`src/rtl/tmr_pkg.sv`:
```
package tmr_pkg;
  localparam int unsigned TMR_W     = 32;
  localparam int unsigned NUM_MATCH = 2;
  localparam int unsigned ACT_W     = 3;
  localparam int unsigned MCTL_W    = NUM_MATCH * ACT_W;

  typedef enum logic [2:0] {
    A_CTRL   = 3'd0,
    A_PRESC  = 3'd1,
    A_MATCH0 = 3'd2,
    A_MATCH1 = 3'd3,
    A_MCTL   = 3'd4,
    A_IRQ    = 3'd5,
    A_COUNT  = 3'd6,
    A_PCOUNT = 3'd7
  } tmr_addr_e;

  typedef struct packed {
    logic stop;
    logic rst;
    logic irq;
  } match_act_t;
endpackage

```
`src/rtl/tmr_prescaler.sv`:
```
module tmr_prescaler #(
  parameter int unsigned W = 32
) (
  input  logic         clk_i,
  input  logic         rst_ni,
  input  logic         clr_i,
  input  logic         run_i,
  input  logic [W-1:0] limit_i,
  output logic [W-1:0] pcount_o,
  output logic         tick_o
);
  logic [W-1:0] pc_q;

  assign tick_o   = run_i && !clr_i && (pc_q == limit_i);
  assign pcount_o = pc_q;

  always_ff @(posedge clk_i or negedge rst_ni) begin
    if (!rst_ni)       pc_q <= '0;
    else if (clr_i)    pc_q <= '0;
    else if (tick_o)   pc_q <= '0;
    else if (run_i)    pc_q <= pc_q + 1'b1;
  end

  assert_wrap_zero_R1: assert property (@(posedge clk_i) disable iff (!rst_ni)
    tick_o |=> pc_q == '0);
  assert_clr_hold_R8: assert property (@(posedge clk_i) disable iff (!rst_ni)
    clr_i |=> pc_q == '0);
  assert_idle_stable_R1: assert property (@(posedge clk_i) disable iff (!rst_ni)
    (!run_i && !clr_i) |=> $stable(pc_q));
endmodule

```
`src/rtl/tmr_match.sv`:
```
module tmr_match
  import tmr_pkg::*;
#(
  parameter int unsigned W = 32
) (
  input  logic         tick_i,
  input  logic [W-1:0] count_i,
  input  logic [W-1:0] value_i,
  input  match_act_t   act_i,
  output logic         irq_o,
  output logic         rst_o,
  output logic         stop_o
);
  logic hit;
  assign hit    = tick_i && (count_i == value_i);
  assign irq_o  = hit && act_i.irq;
  assign rst_o  = hit && act_i.rst;
  assign stop_o = hit && act_i.stop;
endmodule

```
`src/rtl/prescaled_match_timer.sv`:
```
module prescaled_match_timer
  import tmr_pkg::*;
(
  input  logic                 clk_i,
  input  logic                 rst_ni,
  input  logic                 we_i,
  input  logic [2:0]           addr_i,
  input  logic [TMR_W-1:0]     wdata_i,
  output logic [TMR_W-1:0]     rdata_o,
  output logic [TMR_W-1:0]     count_o,
  output logic [TMR_W-1:0]     pcount_o,
  output logic [NUM_MATCH-1:0] irq_flags_o,
  output logic                 irq_o
);
  logic                 en_q, crst_q;
  logic [TMR_W-1:0]     presc_q, tc_q;
  logic [TMR_W-1:0]     mval_q [NUM_MATCH];
  logic [MCTL_W-1:0]    mctl_q;
  logic [NUM_MATCH-1:0] flag_q, m_irq, m_rst, m_stop;
  logic                 tick, any_rst, any_stop;

  wire wr_ctrl = we_i && (addr_i == A_CTRL);
  wire wr_irq  = we_i && (addr_i == A_IRQ);

  tmr_prescaler #(.W(TMR_W)) u_presc (
    .clk_i, .rst_ni, .clr_i(crst_q), .run_i(en_q),
    .limit_i(presc_q), .pcount_o, .tick_o(tick)
  );

  for (genvar i = 0; i < NUM_MATCH; i++) begin : g_match
    tmr_match #(.W(TMR_W)) u_match (
      .tick_i(tick), .count_i(tc_q), .value_i(mval_q[i]),
      .act_i(match_act_t'(mctl_q[i*ACT_W +: ACT_W])),
      .irq_o(m_irq[i]), .rst_o(m_rst[i]), .stop_o(m_stop[i])
    );

    always_ff @(posedge clk_i or negedge rst_ni) begin
      if (!rst_ni) mval_q[i] <= '0;
      else if (we_i && (addr_i == 3'(A_MATCH0 + i))) mval_q[i] <= wdata_i;
    end

    // set wins over write-one-to-clear
    always_ff @(posedge clk_i or negedge rst_ni) begin
      if (!rst_ni)                  flag_q[i] <= 1'b0;
      else if (m_irq[i])            flag_q[i] <= 1'b1;
      else if (wr_irq && wdata_i[i]) flag_q[i] <= 1'b0;
    end

    assert_flag_w1c_R7: assert property (@(posedge clk_i) disable iff (!rst_ni)
      $fell(flag_q[i]) |-> $past(wr_irq && wdata_i[i]));
    assert_flag_set_R4: assert property (@(posedge clk_i) disable iff (!rst_ni)
      m_irq[i] |=> flag_q[i]);
  end

  assign any_rst  = |m_rst;
  assign any_stop = |m_stop;

  always_ff @(posedge clk_i or negedge rst_ni) begin
    if (!rst_ni) begin
      en_q    <= 1'b0;
      crst_q  <= 1'b0;
      presc_q <= '0;
      mctl_q  <= '0;
    end else begin
      if (wr_ctrl) begin
        en_q   <= wdata_i[0];
        crst_q <= wdata_i[1];
      end
      if (any_stop) en_q <= 1'b0;
      if (we_i && addr_i == A_PRESC) presc_q <= wdata_i;
      if (we_i && addr_i == A_MCTL)  mctl_q  <= wdata_i[MCTL_W-1:0];
    end
  end

  always_ff @(posedge clk_i or negedge rst_ni) begin
    if (!rst_ni)                   tc_q <= '0;
    else if (crst_q)               tc_q <= '0;
    else if (tick && any_rst)      tc_q <= '0;
    else if (tick && !any_stop)    tc_q <= tc_q + 1'b1;
  end

  always_comb begin
    unique case (tmr_addr_e'(addr_i))
      A_CTRL:   rdata_o = TMR_W'({crst_q, en_q});
      A_PRESC:  rdata_o = presc_q;
      A_MATCH0: rdata_o = mval_q[0];
      A_MATCH1: rdata_o = mval_q[1];
      A_MCTL:   rdata_o = TMR_W'(mctl_q);
      A_IRQ:    rdata_o = TMR_W'(flag_q);
      A_COUNT:  rdata_o = tc_q;
      A_PCOUNT: rdata_o = pcount_o;
      default:  rdata_o = '0;
    endcase
  end

  assign count_o     = tc_q;
  assign irq_flags_o = flag_q;
  assign irq_o       = |flag_q;

  assert_advance_R1: assert property (@(posedge clk_i) disable iff (!rst_ni)
    (tick && !any_rst && !any_stop) |=> tc_q == $past(tc_q) + 1'b1);
  assert_wrap_R5: assert property (@(posedge clk_i) disable iff (!rst_ni)
    any_rst |=> tc_q == '0);
  assert_stop_R6: assert property (@(posedge clk_i) disable iff (!rst_ni)
    any_stop |=> !en_q && pcount_o == '0);
  assert_stop_hold_R10: assert property (@(posedge clk_i) disable iff (!rst_ni)
    (any_stop && !any_rst) |=> $stable(tc_q));
  assert_crst_hold_R8: assert property (@(posedge clk_i) disable iff (!rst_ni)
    crst_q |=> tc_q == '0);
  assert_irq_or_R7: assert property (@(posedge clk_i) disable iff (!rst_ni)
    irq_o == (flag_q != '0));
endmodule

```
`config.mk`:
```
export PLATFORM = sky130hd
export DESIGN_NAME = prescaled_match_timer
export DESIGN_NICKNAME = d
export VERILOG_FILES = /design/src/rtl/tmr_pkg.sv /design/src/rtl/tmr_prescaler.sv /design/src/rtl/tmr_match.sv /design/src/rtl/prescaled_match_timer.sv
export SDC_FILE = /design/constraint.sdc
export NUM_CORES = 1
export LEC_CHECK = 0
export BUFFER_PORTS_ARGS = -buffer_cell sky130_fd_sc_hd__buf_2
export CAP_MARGIN = 20
export CORE_UTILIZATION = 45
export DETAILED_ROUTE_END_ITERATION = 6
export SYNTH_ARGS = -nofsm -noshare
export SYNTH_HDL_FRONTEND = slang
export SYNTH_SLANG_ARGS = --single-unit
```
`constraint.sdc`:
```
create_clock -name clk_i -period 3.2 [get_ports clk_i]
set_input_delay 0.32 -clock clk_i [delete_from_list [all_inputs] [get_ports clk_i]]
set_output_delay 0.32 -clock clk_i [all_outputs]
set_load 0.02 [all_outputs]
```
==> results of run 1 <==
-- metal layers --
metal,up-vias,share of wire,global-route usage
li1,3951,-,-
met1,4350,0.45,0.4095
met2,330,0.45,0.4491
met3,45,0.075,0.07216
met4,0,0.026,0.09554
met5,-,0,0
-- sequential cells by signal (all words and copies together), names as in the netlist --
signal and count:
mval_q 64, count_o 32, presc_q 32, u_presc.pcount_o 32
mctl_q 6, irq_flags_o 2, crst_q 1, en_q 1
-- metrics by stage --
stage	std cells	total power (uW)	setup slack, ps	utilization
2_1_floorplan	1026	3597	677.5	-
3_3_place_gp	1398	4137	441.7	0.5094
3_5_place_dp	1398	4156	450.7	0.5094
4_1_cts	1431	6303	428.4	0.5370
5_1_grt	1432	6559	185.5	0.5374
6_report	1432	6303	352.0	0.5374
-- critical path, delay by kind of cell (launching register included) --
family / cells / cell delay [ps]
xor gates and xnor gates: 1 / 250
DFF: 1 / 550
AOI/OAI and AO/OA: 2 / 320
and+or+nand+nor: 4 / 1390
buffers and inverters: 1 / 230
-- worst max path at each step --
stage,startpoint,to,cells past startpoint
floorplan,u_presc.pcount_o[11],count_o[17],9
global placement,u_presc.pcount_o[2],count_o[10],8
detailed placement,u_presc.pcount_o[2],count_o[10],8
CTS,u_presc.pcount_o[2],count_o[10],8
global route,u_presc.pcount_o[2],count_o[23],8
finish,count_o[14],count_o[9],8
-- cell families (layout without fill, tap and decap cells) --
kind of cell,after synthesis,after routing,share of synthesized area
xor+xnor,98,98,0.08521
fa+ha+maj,2,2,0.002484
flops,170,170,0.4223
simple gates,286,286,0.1452
buf+inv,103,229,0.04149
compound gates,226,226,0.1451
mux,141,141,0.1582
-- power by group through the flow --
stage | Combinational (uW) | Sequential, uW | Clock (uW)
finish | 1360 | 2790 | 2160
global route | 1460 | 2830 | 2270
CTS | 1340 | 2780 | 2180
detailed placement | 1330 | 2820 | 0
global placement | 1320 | 2820 | 0
floorplan | 877 | 2720 | 0
-- final cells by class --
| class | instances | area [um2] |
|---|---|---|
| inverter | 14 | 52.55 |
| fill | 2066 | 10130 |
| timing repair buffer | 183 | 1092 |
| clock buffer | 21 | 450.4 |
| tap | 280 | 350.3 |
| multi-input combinational | 753 | 5420 |
| sequential | 170 | 4254 |
| clock inverter | 11 | 143.9 |
-- synth_stat cells, drive strengths merged (10+ instances only) --
cell type and number:
a21oi 50, xor2 96, o21ai 70, dfrtp 170
mux2 106, clkbuf 65, or4 17, nand3 22
nor4 27, nand4 23, nor2 63, o31ai 30
inv 14, a22o 28, nand2 75, a31o 10
buf 24, nor2b 10, mux2i 31, or2 10
==> run summary, run 1 <==
Outcome: completed
# IOs: 137
Overflow after GRT: 0
Crit end category: flip-flop
Clk_lat worst skew: 440 ps
CTS clk-pin slew, worst paths: 70 ps
Max-cap violations: 0
Final GP Congestion: 0.9705
DRC viols: 0
Tmin final: 2848 ps
CP Cell Sequence: xor2_1, nor4_1, nand4_1, or3_1, nand3_4, buf_4, a2111oi_0, a31o_2
Period utilization: 0.8900
Worst slew pin tran: 902.4 ps
Global-route wire length before repair: 49,270 um
Post-synth net total: 1,066
Main synth FF type: dfrtp_1
Clk Tree Root Cell: clkbuf_16
Crit path required time: 3530 ps
Clock Path Buffers: 2
Hold WS: 154.0 ps
Fraction of final layout cells sized beyond drive strength 1: 0.3003
First-pass DRT Iterations: 7
Asr flop ratio synth: 1.000
Routed length per instance: 22.85 um
CTS buffer count: 17
Max transition margin: 0.3977
Synthesized area per cell: 9.818 um2
Leak: 0.005445 uW
DR iter-0 viols: 671
Int Pwr: 4285 uW
Unrepaired setup endpoints after global routing: no
Sequential area share after synthesis: 0.4223
Ant. Diodes: 0
Hold Path Cell Cnt: 3
Sw Ratio: 0.3201
Finished Cell Area: 11,760 um2
Worst path max stage delay: 550 ps
DR vias/cell: 6.059
Die Area: 22,990 um2
R2r endpoint: count_o[9]
CP Launch Type: flip-flop
Max-slew violations: 0
Initial Util: 0.4602
Mapped Cells: 1,026
Die height: 151.6 um
Total routed wirelength: 32,720 um
Synthesized area: 10,070 um2
Fmax: 351.1 MHz
Flop pwr share: 0.442
Worst hold start: wdata_i[2]
Hold Fails Final Rpt: 0
Port Buffer Count: 136
Slowest cell on the critical path: dfrtp_1
Synthesis warning total: 0
Layout net count: 1,179
H-tree depth: 4
Setup Skew: 11.14 ps
Synthesized flop and latch total: 170
Largest net degree at the start of global routing: 67
HP Class: in -> reg
Hold-fix buffers at CTS: 1
Netlist cell types: 52
Area grow syn2layout: 16.78%
Number of global-route vias before repair: 8,170
TritonCTS clock tree: built
Setup CP Type: reg -> reg
Postcts setup bufs: 0
Row count: 54
Clock Sinks: 170
CP arrival: 3180 ps
Setup slack, reg-to-reg: 350 ps
Gate power share: 0.216
Antenna viol nets, final: 0
Hold path endpoint: mctl_q[2]
Core footprint: 21,890 um2
Leading area contributor after synthesis: dfrtp_1
DP HPWL: 23,840 um
Area share of the largest cell type after synthesis: 0.4223
Commonest non-fill, non-tap cell in the layout: dfrtp_1
Setup violations, final: 0
Die width: 151.6 um
Placed cell area: 11,150 um2
Clock Power Share: 0.342
Reg2reg start: count_o[14]
Post-synth EDFFs: 0
Power Dens Cells: 535.8 nW/um2
Initial antenna violation count: 0
Cts repair resizes: 0
Worst Reg-to-Reg Cells: 8
Fin Setup TNS: 0 ps
Worst-path fanout max: 20
GRT Overall Usage: 0.2945
Net Switching: 2018 uW
Peak VDD IR: 0.2945 mV
Vias: 8,676
Synth area leaders: dfrtp_1 42%, mux2_2 12%, xor2_1 8.3%
Commonest cells after routing, fill and taps aside: 170 x dfrtp_1, 135 x buf_2, 106 x mux2_2, 96 x xor2_1, 75 x nand2_1
Power figures use the tool's default switching activity.
==> inputs of run 2 (changes only) <==
--- a/config.mk
+++ b/config.mk
@@ -7,8 +7,10 @@
 export LEC_CHECK = 0
 export BUFFER_PORTS_ARGS = -buffer_cell sky130_fd_sc_hd__buf_2
 export CAP_MARGIN = 20
-export CORE_UTILIZATION = 45
+export CORE_UTILIZATION = 59
 export DETAILED_ROUTE_END_ITERATION = 6
+export PLACE_DENSITY = 0.81
+export RECOVER_POWER = 100
 export SYNTH_ARGS = -nofsm -noshare
 export SYNTH_HDL_FRONTEND = slang
 export SYNTH_SLANG_ARGS = --single-unit
==> run 2 against run 1 <==
Net effect:
- via count up 6.1%
- wire length down 2.3%
- largest power group unchanged
- flip-flop and latch count unchanged
- sequential share of layout area up 0.65 points
- hold slack worse by 10 ps
- the flow now finishes with violations (capacitance limit, slew limit)
- sequential power about the same
- critical endpoint is now rdata_o[23]
- non-clock buffer count up 5
- final area down 1.8%
==> run summary, run 2 (synthesis gave the netlist of run 1 again) <==
Worst slew pin tran: 2111 ps
Fraction of final layout cells sized beyond drive strength 1: 0.2280
HP Class: in -> reg
Crit. Startpoint: addr_i[2]
Commonest non-fill, non-tap cell in the layout: dfrtp_1
Worst-path fanout max: 26
Met2 GRT Util: 0.5743
Row count: 47
Fin Setup TNS: 0 ps
CP Launch Type: input port
Tmin final: 3056 ps
Routed length per instance: 23.20 um
Core footprint: 16,640 um2
DR iter-0 viols: 1,127
GRT Overall Usage: 0.3684
Clk Tree Root Cell: clkbuf_16
Crit end category: output pin
CTS clk-pin slew, worst paths: 70 ps
Clock Sinks: 170
Number of global-route vias before repair: 8,611
Global-route wire length before repair: 49,250 um
Largest net degree at the start of global routing: 81
TritonCTS clock tree: built
Initial antenna violation count: 0
Max FFs per register: 64
Gr busiest metal: met2
Clk_lat worst skew: 440 ps
Setup CP Type: in -> out
Overflow after GRT: 0
Period utilization: 0.9551
Worst hold start: wdata_i[19]
Filler cell count: 1,314
Initial Util: 0.6053
Reg2reg start: count_o[9]
Peak VDD IR: 0.4222 mV
Max transition margin: -0.4076
Hold WS: 143.6 ps
Vias: 9,205
Final GP Congestion: 0.9767
Area grow syn2layout: 14.73%
Unrepaired setup endpoints after global routing: no
# IOs: 137
First-pass DRT Iterations: 6
Outcome: finished, violations left
H-tree depth: 4
Design Power: 6258 uW
PnR worst setup slack: 143.6 ps
Hold Fails Final Rpt: 0
Cts repair resizes: 0
Leak: 0.005070 uW
Antenna viol nets, final: 0
Total routed wirelength: 31,970 um
CP Cell Sequence: clkbuf_1, and2_0, clkbuf_2, a22o_1, nand2_1, o21ai_0, clkbuf_2
Ant. Diodes: 0
Clock Path Buffers: 2
Biggest register: mval_q
Die Area: 17,600 um2
Layout net count: 1,185
Slowest cell on the critical path: clkbuf_1
Met1 GRT Util: 0.4976
Max-cap violations: 1
Met3 Usage GRT: 0.07625
DR vias/cell: 6.680
Die height: 132.7 um
CP arrival: 2740 ps
Commonest cells after routing, fill and taps aside: 170 x dfrtp_1, 106 x mux2_2, 96 x xor2_1, 89 x clkbuf_1, 75 x nand2_1
Crit path top cell by count: clkbuf_2
CTS buffer count: 17
Power Dens Cells: 541.5 nW/um2
Worst path max stage delay: 900 ps
DRC viols: 0
Die width: 132.7 um
Max-slew violations: 81
Fmax: 327.2 MHz
DP HPWL: 22,640 um
Crit path required time: 2880 ps
Setup violations, final: 0
Pre-CTS setup slack: 265.5 ps
Port Buffer Count: 136
Setup Skew: 8.910 ps
Failing checks: capacitance limit, slew limit
[run 2: worst max-delay path, delay by kind of cell]
family / cells / cell delay [ps]
buffers and inverters: 3 / 1620
AOI/OAI and AO/OA: 2 / 440
and+or+nand+nor: 2 / 320
[run 2: layer usage]
metal	part of all wire	vias to the layer above	wire length, um
li1	-	3962	-
met1	0.40	4568	12670
met2	0.47	563	14890
met3	0.092	112	2941
met4	0.046	0	1464
met5	0	-	0
[run 2: what timing repair did]
action                                  4_1_cts  5_1_grt
endpoints found under the setup margin        0       12
hold endpoints to repair                     76        0
hold buffers                                  1        0
buffers inserted                              0        1
[run 2: stage by stage]
step,cells,cell area [um2],utilization
final,1378,11560,0.6945
after global routing,1378,11560,0.6945
after CTS,1376,11730,0.7049
after detailed placement,1343,11120,0.6684
after global placement,1343,11120,0.6684
after floorplan,1026,10070,-
[run 2: final cells by class]
type                       count  area [um2]  area share
clock buffer                  20       456.7     0.03952
clock inverter                12       140.1     0.01213
inverter                      14       52.55    0.004547
multi-input combinational    754        5425      0.4694
sequential                   170        4254      0.3681
tap                          220       275.3     0.02382
timing repair buffer         188       953.4     0.08249
[run 2: power breakdown]
group | total [uW] | internal (uW) | switching [uW] | leakage, uW
Clock | 2120 | 1200 | 923 | 0.000284
Combinational | 1360 | 571 | 792 | 0.00262
Sequential | 2770 | 2450 | 321 | 0.00217
[run 2: path summary, 6_finish.rpt]
check                                             to  slack [ps]  cells after the start
worst max-delay path                     rdata_o[23]         140                      7
worst min-delay path                      mval_q[51]         140                      2
worst max register to register            count_o[4]         290                      8
worst min register to register             mctl_q[0]         540                      1
max in group asynchronous                count_o[16]         520                      3
min in group asynchronous       u_presc.pcount_o[16]        1010                      2
